[config.mk]
export PLATFORM = sky130hd
export DESIGN_NAME = intack_seq
export DESIGN_NICKNAME = d
export VERILOG_FILES = /design/src/rtl/intack_seq.sv
export SDC_FILE = /design/constraint.sdc
export NUM_CORES = 1
export LEC_CHECK = 0
export CAP_MARGIN = 20
export CORE_UTILIZATION = 38
export CTS_CLUSTER_SIZE = 10
export DETAILED_ROUTE_END_ITERATION = 6
export GPL_TIMING_DRIVEN = 1
export PLACE_DENSITY = 0.81
export SYNTH_ARGS = -nofsm -noshare
export SYNTH_HDL_FRONTEND = slang
export SYNTH_SLANG_ARGS = --single-unit
[constraint.sdc]
create_clock -name clk -period 1.2 [get_ports clk]
set_input_delay 0.24 -clock clk [delete_from_list [all_inputs] [get_ports clk]]
set_output_delay 0.24 -clock clk [all_outputs]
set_load 0.01 [all_outputs]
[src/rtl/intack_seq.sv]
module intack_seq #(
  parameter int VEC_W   = 8,
  parameter int PRE_PH  = 3,
  parameter int RDY_PH  = 2
) (
  input  logic               clk,
  input  logic               rst_n,
  input  logic               start,
  input  logic               stat0_n,
  input  logic               stat1_n,
  input  logic               code_inta,
  input  logic               mem_io,
  input  logic [VEC_W-1:0]   vector,
  input  logic               irq_toggle,
  output logic               ready_n,
  output logic [2*VEC_W-1:0] data_out,
  output logic               lane_lo_oe,
  output logic               lane_hi_oe,
  output logic               intr,
  output logic               busy,
  output logic               done,
  output logic               err
);

  localparam int CYC_PH = PRE_PH + RDY_PH;
  localparam int CNT_W  = $clog2(CYC_PH + 1);
  localparam logic [CNT_W-1:0] LAST = CNT_W'(CYC_PH - 1);
  localparam logic [CNT_W-1:0] RDY0 = CNT_W'(PRE_PH);

  typedef enum logic [2:0] {S_IDLE, S_ACK1, S_GAP, S_CHK, S_ACK2, S_FAULT} st_t;

  st_t              st;
  logic [CNT_W-1:0] cnt;
  logic [VEC_W-1:0] vec_q;

  wire in_ack    = (st == S_ACK1) || (st == S_ACK2);
  wire stat_idle = stat0_n && stat1_n;
  wire stat_ok   = !stat0_n && !stat1_n && !code_inta && !mem_io;

  always_ff @(posedge clk) begin
    if (!rst_n) begin
      st    <= S_IDLE;
      cnt   <= '0;
      vec_q <= '0;
      done  <= 1'b0;
      intr  <= 1'b0;
    end else begin
      done <= 1'b0;
      if (irq_toggle) intr <= ~intr;
      case (st)
        S_IDLE: if (start) begin
          st  <= S_ACK1;
          cnt <= '0;
        end
        S_ACK1, S_ACK2: begin
          if (cnt == LAST) begin
            cnt <= '0;
            if (st == S_ACK1) st <= S_GAP;
            else begin
              st   <= S_IDLE;
              done <= 1'b1;
            end
          end else begin
            cnt <= cnt + 1'b1;
          end
        end
        S_GAP: if (!stat_idle) st <= S_CHK;
        S_CHK: begin
          if (stat_ok) begin
            st    <= S_ACK2;
            vec_q <= vector;
          end else begin
            st <= S_FAULT;
          end
        end
        default: st <= S_FAULT;
      endcase
    end
  end

  assign ready_n    = !(in_ack && cnt >= RDY0);
  assign lane_lo_oe = (st == S_ACK2);
  assign lane_hi_oe = (st == S_ACK2);
  assign data_out   = lane_lo_oe ? {{VEC_W{1'b0}}, vec_q} : '0;
  assign busy       = (st != S_IDLE) && (st != S_FAULT);
  assign err        = (st == S_FAULT);


  ready_hold_chk: assert property (@(posedge clk) disable iff (!rst_n)
    $fell(ready_n) |=> !ready_n);

  ready_release_chk: assert property (@(posedge clk) disable iff (!rst_n)
    (!ready_n && $past(!ready_n)) |=> ready_n);

  hi_lane_zero_chk: assert property (@(posedge clk) disable iff (!rst_n)
    lane_hi_oe |-> data_out[2*VEC_W-1:VEC_W] == '0);

  vec_stable_chk: assert property (@(posedge clk) disable iff (!rst_n)
    (lane_lo_oe && $past(lane_lo_oe)) |-> $stable(data_out));

  done_pulse_chk: assert property (@(posedge clk) disable iff (!rst_n)
    done |=> !done);

  err_sticky_chk: assert property (@(posedge clk) disable iff (!rst_n)
    err |=> err && !busy);

  intr_flip_chk: assert property (@(posedge clk) disable iff (!rst_n)
    irq_toggle |=> intr != $past(intr));

endmodule

[Word level (Yosys, flattened, before mapping)]
Cells that the tools add are included.
Cells by class
  bitwise gates (word level): 1
  reductions and logical operators: 20
  equality and inequality tests: 10
  muxes and demuxes: 11
  add/subtract/negate cells: 1
  magnitude comparators: 1
Operators with widths (number)
  3-bit two-way mux: 5
  3-bit one-hot mux with 4 select lines: 1
  3-bit equality test (second input constant): 3
  8-bit two-way mux: 1
  3-bit by 2-bit equality test with 1-bit output (second input constant): 2
  1-bit logical AND: 6
  2-bit inequality test (second input constant): 3
  3-bit one-hot mux with 2 select lines: 1
  3-bit AND reduction: 2
  1-bit logical NOT: 5
  2-bit AND reduction: 2
  3-bit by 1-bit adder with 3-bit output (second input constant): 1
  3-bit by 1-bit equality test with 1-bit output (second input constant): 1
  3-bit by 2-bit greater-or-equal comparator with 1-bit output (second input constant): 1
  3-bit logical NOT: 1
  3-bit inequality test (second input constant): 1
  3-bit nonzero test: 1
  1-bit two-way mux: 2
  2-bit two-way mux: 1
  2-bit nonzero test: 1
  2-bit OR reduction: 1
  1-bit logical OR: 1
  1-bit inverter: 1
Storage, ports and cells
  bits of input ports: 16
  bits in registers: 16
  output and inout port bits: 23
  logic and storage cells: 49

[Depth between registers and ports, before layout]
Gate-level depths: netlist (run 1).
  depth in word-level cells: 6
  mapped depth: 7
  gate-level depth less buffers: 6

[Least setup slack after synthesis (run 1)]
OpenSTA, ideal clock, no wires.
  path type: flip-flop to flip-flop
  start: reg cnt[0]
  end: reg st[0]
  data arrival time: 1.172 ns
  clock period less this slack: 1.292 ns
  slack: -0.092 ns
  cell stages (with the launch flop): 8
  required time: 1.080 ns
  path through: dfxtp_1 inv_1 ha_1 and2_1 clkbuf_2 nor3_1 o21bai_1 a21oi_1
On the way
  cells in the longest elaborated chain, start to end: 3
RTL lines
  start, declared: RTL line 33  | logic [CNT_W-1:0] cnt;
  start signal, assigned: RTL line 64  | cnt <= cnt + 1'b1;
  3-bit equality test: RTL line 56  | if (cnt == LAST) begin
  2-bit inequality test (no source line)
  3-bit AND reduction (no source line)
  end signal, assigned: RTL line 58  | if (st == S_ACK1) st <= S_GAP;
  end signal, assigned: RTL line 60  | st <= S_IDLE;
  end signal, assigned: RTL line 67  | S_GAP: if (!stat_idle) st <= S_CHK;
  end, declared: RTL line 32  | st_t st;
No other way between the ends.
A chain may end at the register's enable or synchronous reset.

[Worst setup path after layout (run 1)]
  start: reg st[0]
  end: out data_out[4]
On the way
  cells in the longest elaborated chain, start to end: 2
RTL lines
  start signal, assigned: RTL line 42  | st <= S_IDLE;
  start signal, assigned: RTL line 52  | st <= S_ACK1;
  start signal, assigned: RTL line 58
  3-bit equality test: RTL line 82  | assign lane_lo_oe = (st == S_ACK2);
  8-bit two-way mux: RTL line 84  | assign data_out = lane_lo_oe ? {{VEC_W{1'b0}}, vec_q} : '0;
  end, declared: RTL line 16  | output logic [2*VEC_W-1:0] data_out,
No other way between the ends.

==> results summary, run 1 <==
The data arrival time of the worst path came out at 1.26 ns. The critical path in this run is classified as reg2out. The utilization after layout came out at 71.8%.

The final hold violation count came out at 0. The reported leakage power is slightly below 0.7 nW. For this run, the number of Yosys warnings is 0. The worst hold path terminates at st[0]. The average vias per placed instance came out at roughly 4.8.

The number of pins with negative max-slew slack in the final report is 0. On the final layout, the worst clock skew is 0.00601 ns. The initial core utilization is around two fifths. The detailed-route DRC error count is 0. The residual antenna-violating net count after detailed routing is 0. The number of violations of the max-capacitance limit is 0. The count of TritonRoute iterations in the first routing pass came out at 4. The H-tree level count came out at 1. The routability congestion estimate came out at ~0.70.

The worst setup path is launched from a flip-flop. The CTS tree is done. The placed cell count is 178. The footprint of the flip-flops and latches is ~330 sq um. The horizontal die dimension is between 50 and 60 um. After floorplanning, the core was sized to cover ~2300 sq um.

The die height came out at 52.1 um. In this run the most critical hold path is launched from stat1_n. The capturing point of the worst reg2reg path is st[0]. The total I/O pin count came out at 39. For the worst setup path, the data required time is about 0.96 ns. The cell area that synthesis handed to floorplanning was 953 sq um. The placed wire-length estimate after detailed placement came out at between 1500 and 2000 um. Summing all multi-input logic gate instances after layout gives 676 sq um.

Dividing the detail-routed wire length by the instance count gives 13.4 um. Counting cells, the worst reg-to-reg path comes to 8. At the placement stage, the worst setup path has a slack of -0.478 ns. Global routing finished with a remaining overflow of 0. The iteration-0 DRC count of the detailed router came out at 17. The standard-cell row count is 17. The launch point of the worst reg-to-reg path is cnt[1]. The dominant cell type by area after synthesis is sky130_fd_sc_hd__dfxtp_1. The count of fill cells added during filler insertion came out at 160. Setup slack on the worst reg-to-reg path comes out at -0.24 ns.

The number of I/O port buffers came out at 30. For this run, the top clock speed supported by timing is 668 MHz. The number of global-route vias before repair is roughly 870. The layout-stage area growth over the synthesis result came out at 73.0%. The floorplan die area came out at approximately 2700 sq um. The share of the cycle needed by the critical path after routing is 125%.

The clock tree buffer depth is 2. The time the worst path needs with I/O delays and setup came out at 1.50 ns. The synthesized netlist contains 36 unique library cells.

After synthesis, the cell types taking the most area are sky130_fd_sc_hd__dfxtp_1, sky130_fd_sc_hd__buf_4, sky130_fd_sc_hd__and2_1. Entering global routing, the biggest net connects 17 pins. The total clock sinks is 16. The number of setup violations in the final report is 28. The total wire length came out at ~2500 um. The synthesized area per cell came out at 8.51 sq um. The count of flip-flops with a built-in enable after synthesis is 0. The largest vdd supply drop is 637 uV. The repair_antennas step left the layout with diodes totalling 0. The first global-routing pass estimated between 3000 and 4000 um of wire. Counting instances, the worst hold path has a depth of 4. The share of the synthesized area in the top cell type is 33.6%. The part of the Yosys area used for sequential elements is about a third.

The flow ran to the end, but the final reports show violations. The fraction of layout cells with a size suffix above 1 is 52.2%. Counting flops and latches in the post-synthesis netlist gives 16. The total number of vias is around 920. The root buffer cell chosen for the clock tree is sky130_fd_sc_hd__clkbuf_4. Setup repair after global routing could not meet its margin everywhere. In this run the power density over the cells is approximately 650 nW/um^2. The final reports fail on setup timing. Buffers inserted during clock tree synthesis total 3. The worst hold path belongs to the class in2reg.

The number of antenna violations at the first check in global routing is 0. STA classifies the critical path endpoint as an output pin. The tightest hold margin came out at approximately 0.44 ns. For the worst-skew pair, the clock arrives at the later sink with an insertion delay of between 0.2 and 0.3 ns. The clock-pin transition on the worst setup and hold timing paths came out at approximately 0.090 ns. Of all nets on the critical path, the largest fanout is 8.

The proportion of synthesized flip-flops having asynchronous set or reset came out at 0%. The count of cells in the finished layout, fillers not included, comes to 189. The final worst slack came out at -0.298 ns. The number of hold buffers added after CTS is 0. After the last flow step, the layout net total stands at ~180. The finished cells cover 1650 sq um.

The synthesized instance count is between 100 and 150. The main flop type after synthesis is sky130_fd_sc_hd__dfxtp_1. Across every metal layer, demand over resource in global routing totals a little under a fifth. The area after detailed placement came out at approximately 1300 sq um.
## sequential cells by signal, indices dropped and copies added (netlist names)
register  count
done          1
vec_q         8
cnt           3
st            3
intr          1
## critical path, stage by stage (launching register included)
cell and delay, ns:
sky130_fd_sc_hd__dfxtp_4 0.37, sky130_fd_sc_hd__nor3b_4 0.21, sky130_fd_sc_hd__buf_6 0.16, sky130_fd_sc_hd__and2_4 0.14, sky130_fd_sc_hd__buf_6 0.09
## power breakdown
group / leakage [nW] / switching [mW] / total (mW) / internal (mW)
clock network: 0.0138 / 0.159 / 0.275 / 0.117
registers: 0.132 / 0.0111 / 0.551 / 0.540
logic: 0.530 / 0.102 / 0.240 / 0.139
total: 0.676 / 0.272 / 1.07 / 0.795
## Yosys cell counts (2+ instances only)
library cell and n:
sky130_fd_sc_hd__nor2b_1 3, sky130_fd_sc_hd__dfxtp_1 16, sky130_fd_sc_hd__buf_6 2, sky130_fd_sc_hd__and3_1 2, sky130_fd_sc_hd__nand2_1 10, sky130_fd_sc_hd__nor2_1 4
sky130_fd_sc_hd__a21oi_1 5, sky130_fd_sc_hd__ha_1 3, sky130_fd_sc_hd__nor3b_1 4, sky130_fd_sc_hd__o21ai_0 8, sky130_fd_sc_hd__clkbuf_1 2, sky130_fd_sc_hd__buf_4 10
sky130_fd_sc_hd__o21ai_2 2, sky130_fd_sc_hd__inv_1 4, sky130_fd_sc_hd__nand3_1 6, sky130_fd_sc_hd__and2_1 10, sky130_fd_sc_hd__nand3_2 2
## repair_timing
action / CTS / global route
endpoints found under the setup margin: 30 / 28
gates cloned: 0 / 1
setup buffers: 4 / 3
gates resized for setup: 86 / 43
pin swaps: 14 / 13
## cell type report
cell class | count | area share (%)
Inverter | 4 | 1.37
Timing Repair Buffer | 56 | 34.1
Multi-Input combinational cell | 82 | 41.0
Clock buffer | 3 | 1.37
Tap cell | 28 | 2.12
Sequential cell | 16 | 20.1
## how the worst max path moves through the flow
stage                     slack [ns]  depth (start not counted)  startpoint     endpoint
after global routing           -0.37                          4       st[2]  data_out[4]
after CTS                      -0.31                          6      cnt[1]      ready_n
after global placement         -0.43                          4       st[2]  data_out[2]
after detailed placement       -0.48                          6     stat1_n     vec_q[5]
final                          -0.30                          4       st[0]  data_out[4]
after floorplan                -0.04                          4       st[2]  data_out[0]
## logic make-up after synthesis
group                      Yosys count  share of synthesized area, %
other                                1                         0.393
muxes                                1                          1.05
and+or+nand+nor                     48                          31.0
DFF                                 16                          33.6
adders and majority gates            3                          3.94
buffers and inverters               21                          15.7
xor gates and xnor gates             2                          1.84
AOI/OAI and AO/OA                   20                          12.5
## metal layers
layer	track usage [%]	share of wire (%)	wire (um)
met1	20.1	40	1020
met5	0	0	0
met3	4.39	3.0	75
met4	1.35	0	0
met2	36.3	57	1440
## placed cells by master (no fill, tap or decap), types with 2 or more instances in the layout
master / count
sky130_fd_sc_hd__buf_6: 16
sky130_fd_sc_hd__buf_4: 15
sky130_fd_sc_hd__clkdlybuf4s50_1: 13
sky130_fd_sc_hd__dfxtp_1: 11
sky130_fd_sc_hd__nand2_1: 9
sky130_fd_sc_hd__and2_4: 8
sky130_fd_sc_hd__conb_1: 8
sky130_fd_sc_hd__o21ai_1: 6
sky130_fd_sc_hd__nand3_2: 5
sky130_fd_sc_hd__buf_2: 4
sky130_fd_sc_hd__inv_4: 3
sky130_fd_sc_hd__o21ai_2: 3
sky130_fd_sc_hd__nand3_1: 3
sky130_fd_sc_hd__a21oi_2: 3
sky130_fd_sc_hd__nor2b_1: 3
sky130_fd_sc_hd__ha_4: 3
sky130_fd_sc_hd__clkbuf_4: 3
sky130_fd_sc_hd__dfxtp_2: 3
sky130_fd_sc_hd__and2_1: 2
sky130_fd_sc_hd__nor2_2: 2
sky130_fd_sc_hd__nor3b_2: 2
sky130_fd_sc_hd__nor4_4: 2
sky130_fd_sc_hd__nor2_1: 2
sky130_fd_sc_hd__a21oi_1: 2
sky130_fd_sc_hd__dfxtp_4: 2
sky130_fd_sc_hd__dlymetal6s2s_1: 2
sky130_fd_sc_hd__buf_8: 2
## metrics by stage
stage                     TNS (ns)  total power [mW]
after floorplan             -0.377             0.656
after global placement       -8.83             0.751
after detailed placement     -9.60             0.757
after CTS                    -4.72              1.04
after global routing         -7.10              1.13
final                        -5.42              1.07
No activity file was read; power rests on OpenSTA's default activity.
==> inputs of run 2 (changes only) <==
--- a/config.mk
+++ b/config.mk
@@ -7,6 +7,7 @@
 export LEC_CHECK = 0
 export CAP_MARGIN = 20
 export CORE_UTILIZATION = 38
+export CTS_BUF_LIST = sky130_fd_sc_hd__clkbuf_8 sky130_fd_sc_hd__clkbuf_16
 export CTS_CLUSTER_SIZE = 10
 export DETAILED_ROUTE_END_ITERATION = 6
 export GPL_TIMING_DRIVEN = 1
==> run 2 against run 1 <==
The flow still finishes with violations (setup timing). Critical path depth unchanged. Critical path type unchanged. Fmax increased by 1.9%. Largest power group unchanged. Cell count increased by 2.1%. Total power increased by 13%. Worst hold slack improved by 0.011 ns. Combinational power increased by 8.7%. Critical endpoint is now data_out[1]. Largest cell class unchanged. Sequential power about the same. Clock power increased by 43%. Global-route usage increased by 2.8 points. Setup slack improved by 0.028 ns.
==> results summary, run 2 (synthesized netlist as in run 1, its figures left out) <==
The placed wire-length estimate after detailed placement is 1610 um (unchanged). The CTS tree is done. The detailed-route DRC error count came out at 0 (unchanged). The maximum clock frequency came out at 680 MHz (+1.9%). The power density over the cells is 698 nW/um^2 (+7.9%).

The fraction of layout cells with a size suffix above 1 is 57.0% (+4.8 points). Setup repair after global routing could not meet its margin everywhere. The startpoint of the worst hold path is vec_q[6]. The clock tree buffer depth is 2 (unchanged). The number of flip-flops under the largest register name is 8 (unchanged).

The time the worst path needs with I/O delays and setup is 1.47 ns (-0.0285 ns). The delay of the slowest cell on the worst path came out at 0.33 ns (-0.04 ns). The floorplan die area came to 2710 sq um (unchanged). The path with the worst hold slack has its endpoint at vec_q[6]. The depth of the worst register-to-register path is 8 (unchanged). The type of the tightest min-delay check is reg2reg. The final worst slack came out at -0.270 ns (+0.0285 ns). The number of global-route vias before repair came out at 986 (+14%). The placeable core area is 2300 sq um (unchanged). The number of setup violations in the final report came out at 28 (unchanged). The number of hold buffers added after CTS is 0 (unchanged). The endpoint identified for the worst register-to-register timing path is st[0]. The number of violations of the max-capacitance limit came out at 0 (unchanged). The critical path goes through nor3b_2 -> buf_4 -> and2_4 -> buf_6.

The antenna diode instance count came out at 0 (unchanged). The count of TritonRoute iterations in the first routing pass was 4 (unchanged). The required arrival time at the worst endpoint came out at 0.96 ns (about the same). The final design area excluding fillers came out at 1730 sq um (+4.7%).

The H-tree level count came out at 1 (unchanged). The die height is 52.1 um (unchanged). The largest net degree at the start of global routing was 15 (-2). The residual antenna-violating net count after detailed routing is 0 (unchanged). The reported leakage power is 0.702 nW (+3.8%). The global-route wire length before repair is 4200 um (+12%). The worst setup path is captured at an output pin. The total number of vias is 977 (+6.7%). The highest-delay cell along the critical path is sky130_fd_sc_hd__dfxtp_2. The number of buffers inserted during clock tree synthesis came out at 3 (unchanged). The total wire length is 3090 um (+22%). The tightest hold margin is 0.456 ns (+0.0114 ns). The total I/O pin count is 39 (unchanged). The flow ran to the end, but the final reports show violations. The overall global routing resource usage came out at 21.2% (+2.8 points). The initial core utilization is 41.5% (unchanged).

The share of the cycle needed by the critical path after routing is 122% (-2.4 points). The worst clock skew came to 0.000339 ns (-0.00567 ns). In this design, the largest share of critical-path delay is due to simple AND/OR/NAND/NOR gates. The placed cell count came out at 178 (unchanged). The final total negative setup slack is -4.94 ns (+0.474 ns).

The average vias per placed instance is 5.06 (+4.4%). The clock-pin transition on the worst setup and hold timing paths came out at 0.06 ns (-0.03 ns). The maximum fanout encountered on the critical timing path was 8 (unchanged).

The number of I/O port buffers came out at 30 (unchanged). The horizontal die dimension is 52.1 um (unchanged). The kind of start point of the critical path is a flip-flop. The setup path with the least slack is of type reg2out. The final net count was 186 (+2.2%).

The library cell used most frequently in the layout, excluding fill and tap cells, is sky130_fd_sc_hd__buf_4. The checks that failed: setup timing. Leaving out fill and tap cells, the most frequent cells in the layout are sky130_fd_sc_hd__buf_4, sky130_fd_sc_hd__buf_6, sky130_fd_sc_hd__clkdlybuf4s50_1.

The cell sitting at the root of the clock tree is a sky130_fd_sc_hd__clkbuf_8. The launch point of the worst reg-to-reg path is cnt[1]. The largest vdd supply drop is 913 uV (+43%). The iteration-0 DRC count of the detailed router is 7 (-10).

The number of cells on the worst hold path was 2 (-2). The largest registers in the layout are vec_q x8, cnt x3, st x3. The count of buffer and inverter cells on the critical path came out at 2 (unchanged). The register-to-register setup slack is -0.24 ns (about the same). The layout-stage area growth over the synthesis result came out at 81.1%. The standard-cell row count is 17 (unchanged). The overflow left after global routing came to 0 (unchanged). Ranked by flip-flop count, first place goes to vec_q. The worst-skew pair later-pin latency is 0.24 ns (-0.04 ns). The final hold violation count came to 0 (unchanged). The number of antenna violations at the first check in global routing came out at 0 (unchanged). The number of cells in the finished layout apart from fillers is 193 (+2.1%). The number of pins with negative max-slew slack in the final report was 0 (unchanged). The data arrival time of the worst path came to 1.23 ns (-0.03 ns). The total clock sinks came out at 16 (unchanged).

The area after detailed placement is 1340 sq um (unchanged). The wire length per cell after detailed routing is 16.0 um (+19%). The routability congestion estimate came to 0.702 (unchanged).
[run 2: changes by cell type in the layout (fill, tap and decap cells not counted), moves of 2 or more]
cell / previous run / this run
sky130_fd_sc_hd__buf_4: 15 / 21
sky130_fd_sc_hd__dlygate4sd2_1: 1 / 5
sky130_fd_sc_hd__clkbuf_4: 3 / 0
sky130_fd_sc_hd__clkbuf_8: 0 / 3
sky130_fd_sc_hd__nand3_1: 3 / 0
sky130_fd_sc_hd__buf_8: 2 / 0
sky130_fd_sc_hd__dlymetal6s2s_1: 2 / 0
sky130_fd_sc_hd__nand3_4: 0 / 2
[run 2: what timing repair did]
item | CTS | global route
endpoints found under the setup margin | 30 | 27
pin swaps | 27 | 12
cloned | 1 | 0
resized for setup | 116 | 18
setup buffers | 7 | 5
[run 2: cell type report]
cell class | instances | area (sq um)
clock buffers | 3 | 41.3
repair buffers | 60 | 569
well taps | 28 | 35.0
multi-input cells | 82 | 729
flip-flops and latches | 16 | 329
inverters | 4 | 22.5
fillers | 154 | 571
[run 2: per-stage QoR]
| step | power, mW | setup WS [ns] | util [%] |
|---|---|---|---|
| global placement | 0.751 | -0.428 | 58.1 |
| floorplan | 0.656 | -0.0426 | - |
| CTS | 1.19 | -0.264 | 70.4 |
| detailed placement | 0.757 | -0.478 | 58.1 |
| finish | 1.21 | -0.270 | 75.2 |
| global route | 1.26 | -0.314 | 75.2 |
[run 2: power breakdown]
group / internal (mW) / switching, mW / total [mW]
Sequential: 0.541 / 0.00942 / 0.551
Clock: 0.222 / 0.172 / 0.394
Combinational: 0.142 / 0.119 / 0.261
[run 2: worst max-delay path by stage]
stage / startpoint / to / cells after the start
2_1_floorplan: st[2] / data_out[0] / 4
3_3_place_gp: st[2] / data_out[2] / 4
3_5_place_dp: stat1_n / vec_q[5] / 6
4_1_cts: cnt[1] / ready_n / 6
5_1_grt: st[1] / data_out[1] / 4
6_report: st[1] / data_out[1] / 4
[run 2: tightest hold or removal path, cell delays in order (launching register included)]
cell and delay, ns:
sky130_fd_sc_hd__dfxtp_1 0.31, sky130_fd_sc_hd__nand2_1 0.05, sky130_fd_sc_hd__o21ai_1 0.05
[run 2: routing by layer]
layer | wire length, um | GRT usage, % | up-vias
li1 | - | - | 468
met1 | 1190 | 21.6 | 461
met2 | 1660 | 40.2 | 36
met3 | 116 | 5.85 | 12
met4 | 125 | 8.11 | 0
met5 | 0 | 0 | -
==> inputs of run 3 (changes only) <==
--- a/config.mk
+++ b/config.mk
@@ -5,7 +5,8 @@
 export SDC_FILE = /design/constraint.sdc
 export NUM_CORES = 1
 export LEC_CHECK = 0
-export CAP_MARGIN = 20
+export ABC_AREA = 1
+export CAP_MARGIN = 15
 export CORE_UTILIZATION = 38
 export CTS_BUF_LIST = sky130_fd_sc_hd__clkbuf_8 sky130_fd_sc_hd__clkbuf_16
 export CTS_CLUSTER_SIZE = 10
==> run 3 against run 2 <==
The run still ends with setup timing left. Clock power increased by 19%. Worst hold slack improved by 0.053 ns. Fmax increased by 3.6%. Synthesized cell count increased by 28%. Critical path depth increased by 1. Register-to-register slack improved by 0.12 ns. Non-clock buffer count unchanged. Cell count increased by 19%. Critical path type unchanged. Highest routed layer unchanged.
==> results summary, run 3 <==
The H-tree level count came out at 1 (unchanged). The detailed router used layers up to and including met4. The critical path is of the reg2out type.

TritonCTS built the clock tree. The register with the most flip-flops in the final layout is vec_q. The wire length per cell after detailed routing came out at 12.8 um (-20%).

Counting instances in the post-synthesis netlist gives the leading cell types as sky130_fd_sc_hd__nor2_1, sky130_fd_sc_hd__inv_1, sky130_fd_sc_hd__nand2_1. The power density over the cells came out at 2190 nW/um^2 (+210%). The maximum fanout encountered on the critical timing path came out at 6 (-2). The final hold violation count is 0 (unchanged). In the layout the commonest cells are sky130_fd_sc_hd__nor2_1, sky130_fd_sc_hd__buf_6, sky130_fd_sc_hd__clkdlybuf4s50_1.

The maximum clock frequency is 705 MHz (+3.6%). The number of antenna violations at the first check in global routing was 0 (unchanged). The placed wire-length estimate after detailed placement came out at 1920 um (+19%). The critical path goes through nor2_4 -> nand2_4 -> buf_6 -> nor2_2 -> buf_2. The total number of vias was 1,134 (+16%). The average vias per placed instance came out at 4.93 (-2.6%). The fraction of layout cells with a size suffix above 1 is 49.5% (-7.5 points). The most frequent cell after synthesis is sky130_fd_sc_hd__nor2_1. The register-to-register setup slack is -0.12 ns (+0.12 ns). In the synthesized netlist the dominant register cell turns out to be sky130_fd_sc_hd__dfxtp_1. The number of pins with negative max-slew slack in the final report is 0 (unchanged).

The total wire length came out at 2940 um (-4.9%). STA classifies the critical path startpoint as a flip-flop. The post-route met1 wirelength was 1110 um (-6.7%). The worst-skew pair later-pin latency is 0.24 ns (about the same). The synthesized area per cell is 6.72 sq um (-21%). The number of warnings reported in the yosys synthesis log came out at 0 (unchanged).

The overflow left after global routing is 0 (unchanged). The standard-cell row count is 17 (unchanged). The number of flip-flops and latches in the synthesized netlist is 16 (unchanged). The antenna diode instance count came out at 0 (unchanged). The required arrival time at the worst endpoint came out at 0.96 ns (about the same). The number of hold buffers added after CTS came to 0 (unchanged). For this design, the slowest cell found on the critical path is sky130_fd_sc_hd__dfxtp_2. The number of distinct standard cells referenced by the synthesized netlist came out at 24 (-33%). The proportion of synthesized flip-flops having asynchronous set or reset was 0% (unchanged). The final total negative setup slack is -2.98 ns (+1.96 ns).

The count of buffer and inverter cells on the critical path is 2 (unchanged). The iteration-0 DRC count of the detailed router was 12 (+5). The mapped cell area came out at 961 sq um (+0.79%). The largest net degree at the start of global routing came out at 12 (-3). By area the synthesized netlist is led by sky130_fd_sc_hd__dfxtp_1, sky130_fd_sc_hd__nor2_1, sky130_fd_sc_hd__buf_4.

The final worst slack was -0.218 ns (+0.0515 ns). The biggest area contributor in the post-synthesis netlist is sky130_fd_sc_hd__dfxtp_1. The number of cells in the finished layout apart from fillers came out at 230 (+19%).

The number of I/O port buffers is 30 (unchanged). STA classifies the critical path endpoint as an output pin. The most common cell after layout, fill and taps aside is sky130_fd_sc_hd__nor2_1.

Setup repair after global routing could not meet its margin everywhere. The number of flip-flops under the largest register name is 8 (unchanged). The total clock sinks was 16 (unchanged). The overall global routing resource usage is 22.3% (+1.1 points). The share of the synthesized area in the top cell type came to 33.3% (-0.26 points).

The worst clock skew is 0.00143 ns (+0.00109 ns). The number of setup violations in the final report is 20 (-29%). The time the worst path needs with I/O delays and setup came out at 1.42 ns (-0.0515 ns).

The number of violations of the max-capacitance limit came to 0 (unchanged). The placeable core area came out at 2300 sq um (unchanged). The delay of the slowest cell on the worst path came to 0.34 ns (about the same). The residual antenna-violating net count after detailed routing is 0 (unchanged). The routability congestion estimate is 0.839 (+19%). The floorplan die area is 2730 sq um (+0.75%). The horizontal die dimension is 52.3 um (+0.37%).

The run finished, with violations left. The tightest hold margin came to 0.510 ns (+0.0533 ns). The met3 wire length is 116 um (unchanged). The type of the tightest min-delay check is reg2reg.

The detailed-route DRC error count came out at 0 (unchanged). The cell type group with the largest total delay on the critical path is flip-flops. The layout-stage area growth over the synthesis result came out at 86.5%. The checks that failed: setup timing.

The utilization after layout is 78.0% (+2.8 points). The initial core utilization came to 41.8% (+0.33 points). The die height came out at 52.3 um (+0.37%). The clock-pin transition on the worst setup and hold timing paths came to 0.06 ns (about the same). The count of flip-flops with a built-in enable after synthesis came out at 0 (unchanged). The largest vdd supply drop is 1400 uV (+54%). The buffer cell driving the clock tree root is sky130_fd_sc_hd__clkbuf_8. The placed cell count is 220 (+24%). The largest registers in the layout are vec_q x8, cnt x3, st x3.

The share of the cycle needed by the critical path after routing is 118% (-4.3 points). The reported leakage power came out at 0.777 nW (+11%). The count of TritonRoute iterations in the first routing pass came out at 4 (unchanged). The clock tree buffer depth came out at 2 (unchanged). The final net count came out at 222 (+19%). The part of the Yosys area used for sequential elements is 33.3% (-0.26 points).

The total I/O pin count is 39 (unchanged). The number of global-route vias before repair is 1,147 (+16%). The number of buffers inserted during clock tree synthesis came out at 3 (unchanged).

The global-route wire length before repair came out at 4550 um (+8.4%). The data arrival time of the worst path came out at 1.18 ns (-0.05 ns). The met2 routed wirelength came to 1660 um (-0.30%). The synthesized instance count was 143 (+28%).
[run 3: repair_timing]
action	4_1_cts	5_1_grt
cloned	0	0
pin swaps	16	5
setup buffers	9	0
gates resized for setup	111	36
setup endpoints to repair	30	28
[run 3: area by class of cell]
cell class,instances,area (sq um)
multi-input combinational,102,723
timing repair buffer,60,552
fill,146,505
sequential,16,332
inverter,20,95.1
clock buffer,4,55.1
tap,28,35.0
[run 3: path summary, 6_finish.rpt]
path,from,end,cells after the start
max,st[0],data_out[5],5
min,vec_q[6],vec_q[6],2
max reg2reg,st[1],st[2],10
min reg2reg,vec_q[6],vec_q[6],2
[run 3: cells by family (layout without fill, tap and decap cells)]
kind of cell / Yosys count / after routing / share of synthesized area (%)
other: 1 / 8 / 0.390
buffers and inverters: 32 / 84 / 17.1
xor gates and xnor gates: 1 / 1 / 0.912
and+or+nand+nor: 75 / 75 / 36.2
adders and majority gates: 3 / 3 / 3.91
AOI/OAI and AO/OA: 15 / 15 / 8.20
DFF: 16 / 16 / 33.3
[run 3: where the power goes]
| group | switching, mW | total, mW | internal (mW) |
|---|---|---|---|
| registers | 0.121 | 0.763 | 0.641 |
| logic | 1.39 | 2.70 | 1.31 |
| clock network | 0.177 | 0.467 | 0.291 |
[run 3: metal layers]
| metal | vias to the layer above | track usage (%) |
|---|---|---|
| met5 | - | 0 |
| met2 | 46 | 42.4 |
| met1 | 536 | 22.8 |
| li1 | 544 | - |
| met3 | 8 | 3.77 |
| met4 | 0 | 11.4 |
[run 3: tightest hold or removal path, stage by stage, from the launching register on]
cell and delay (ns):
sky130_fd_sc_hd__dfxtp_1 0.33, sky130_fd_sc_hd__o21ai_1 0.07, sky130_fd_sc_hd__nor2_1 0.07
[run 3: per-stage QoR]
stage               total power [mW]  setup WS, ns  area (sq um)
detailed placement              2.49        -0.458          1430
global placement                2.42        -0.374          1430
global route                    4.17        -0.262          1790
floorplan                       1.74      -0.00559          1000
CTS                             3.69        -0.201          1680
finish                          3.93        -0.218          1790
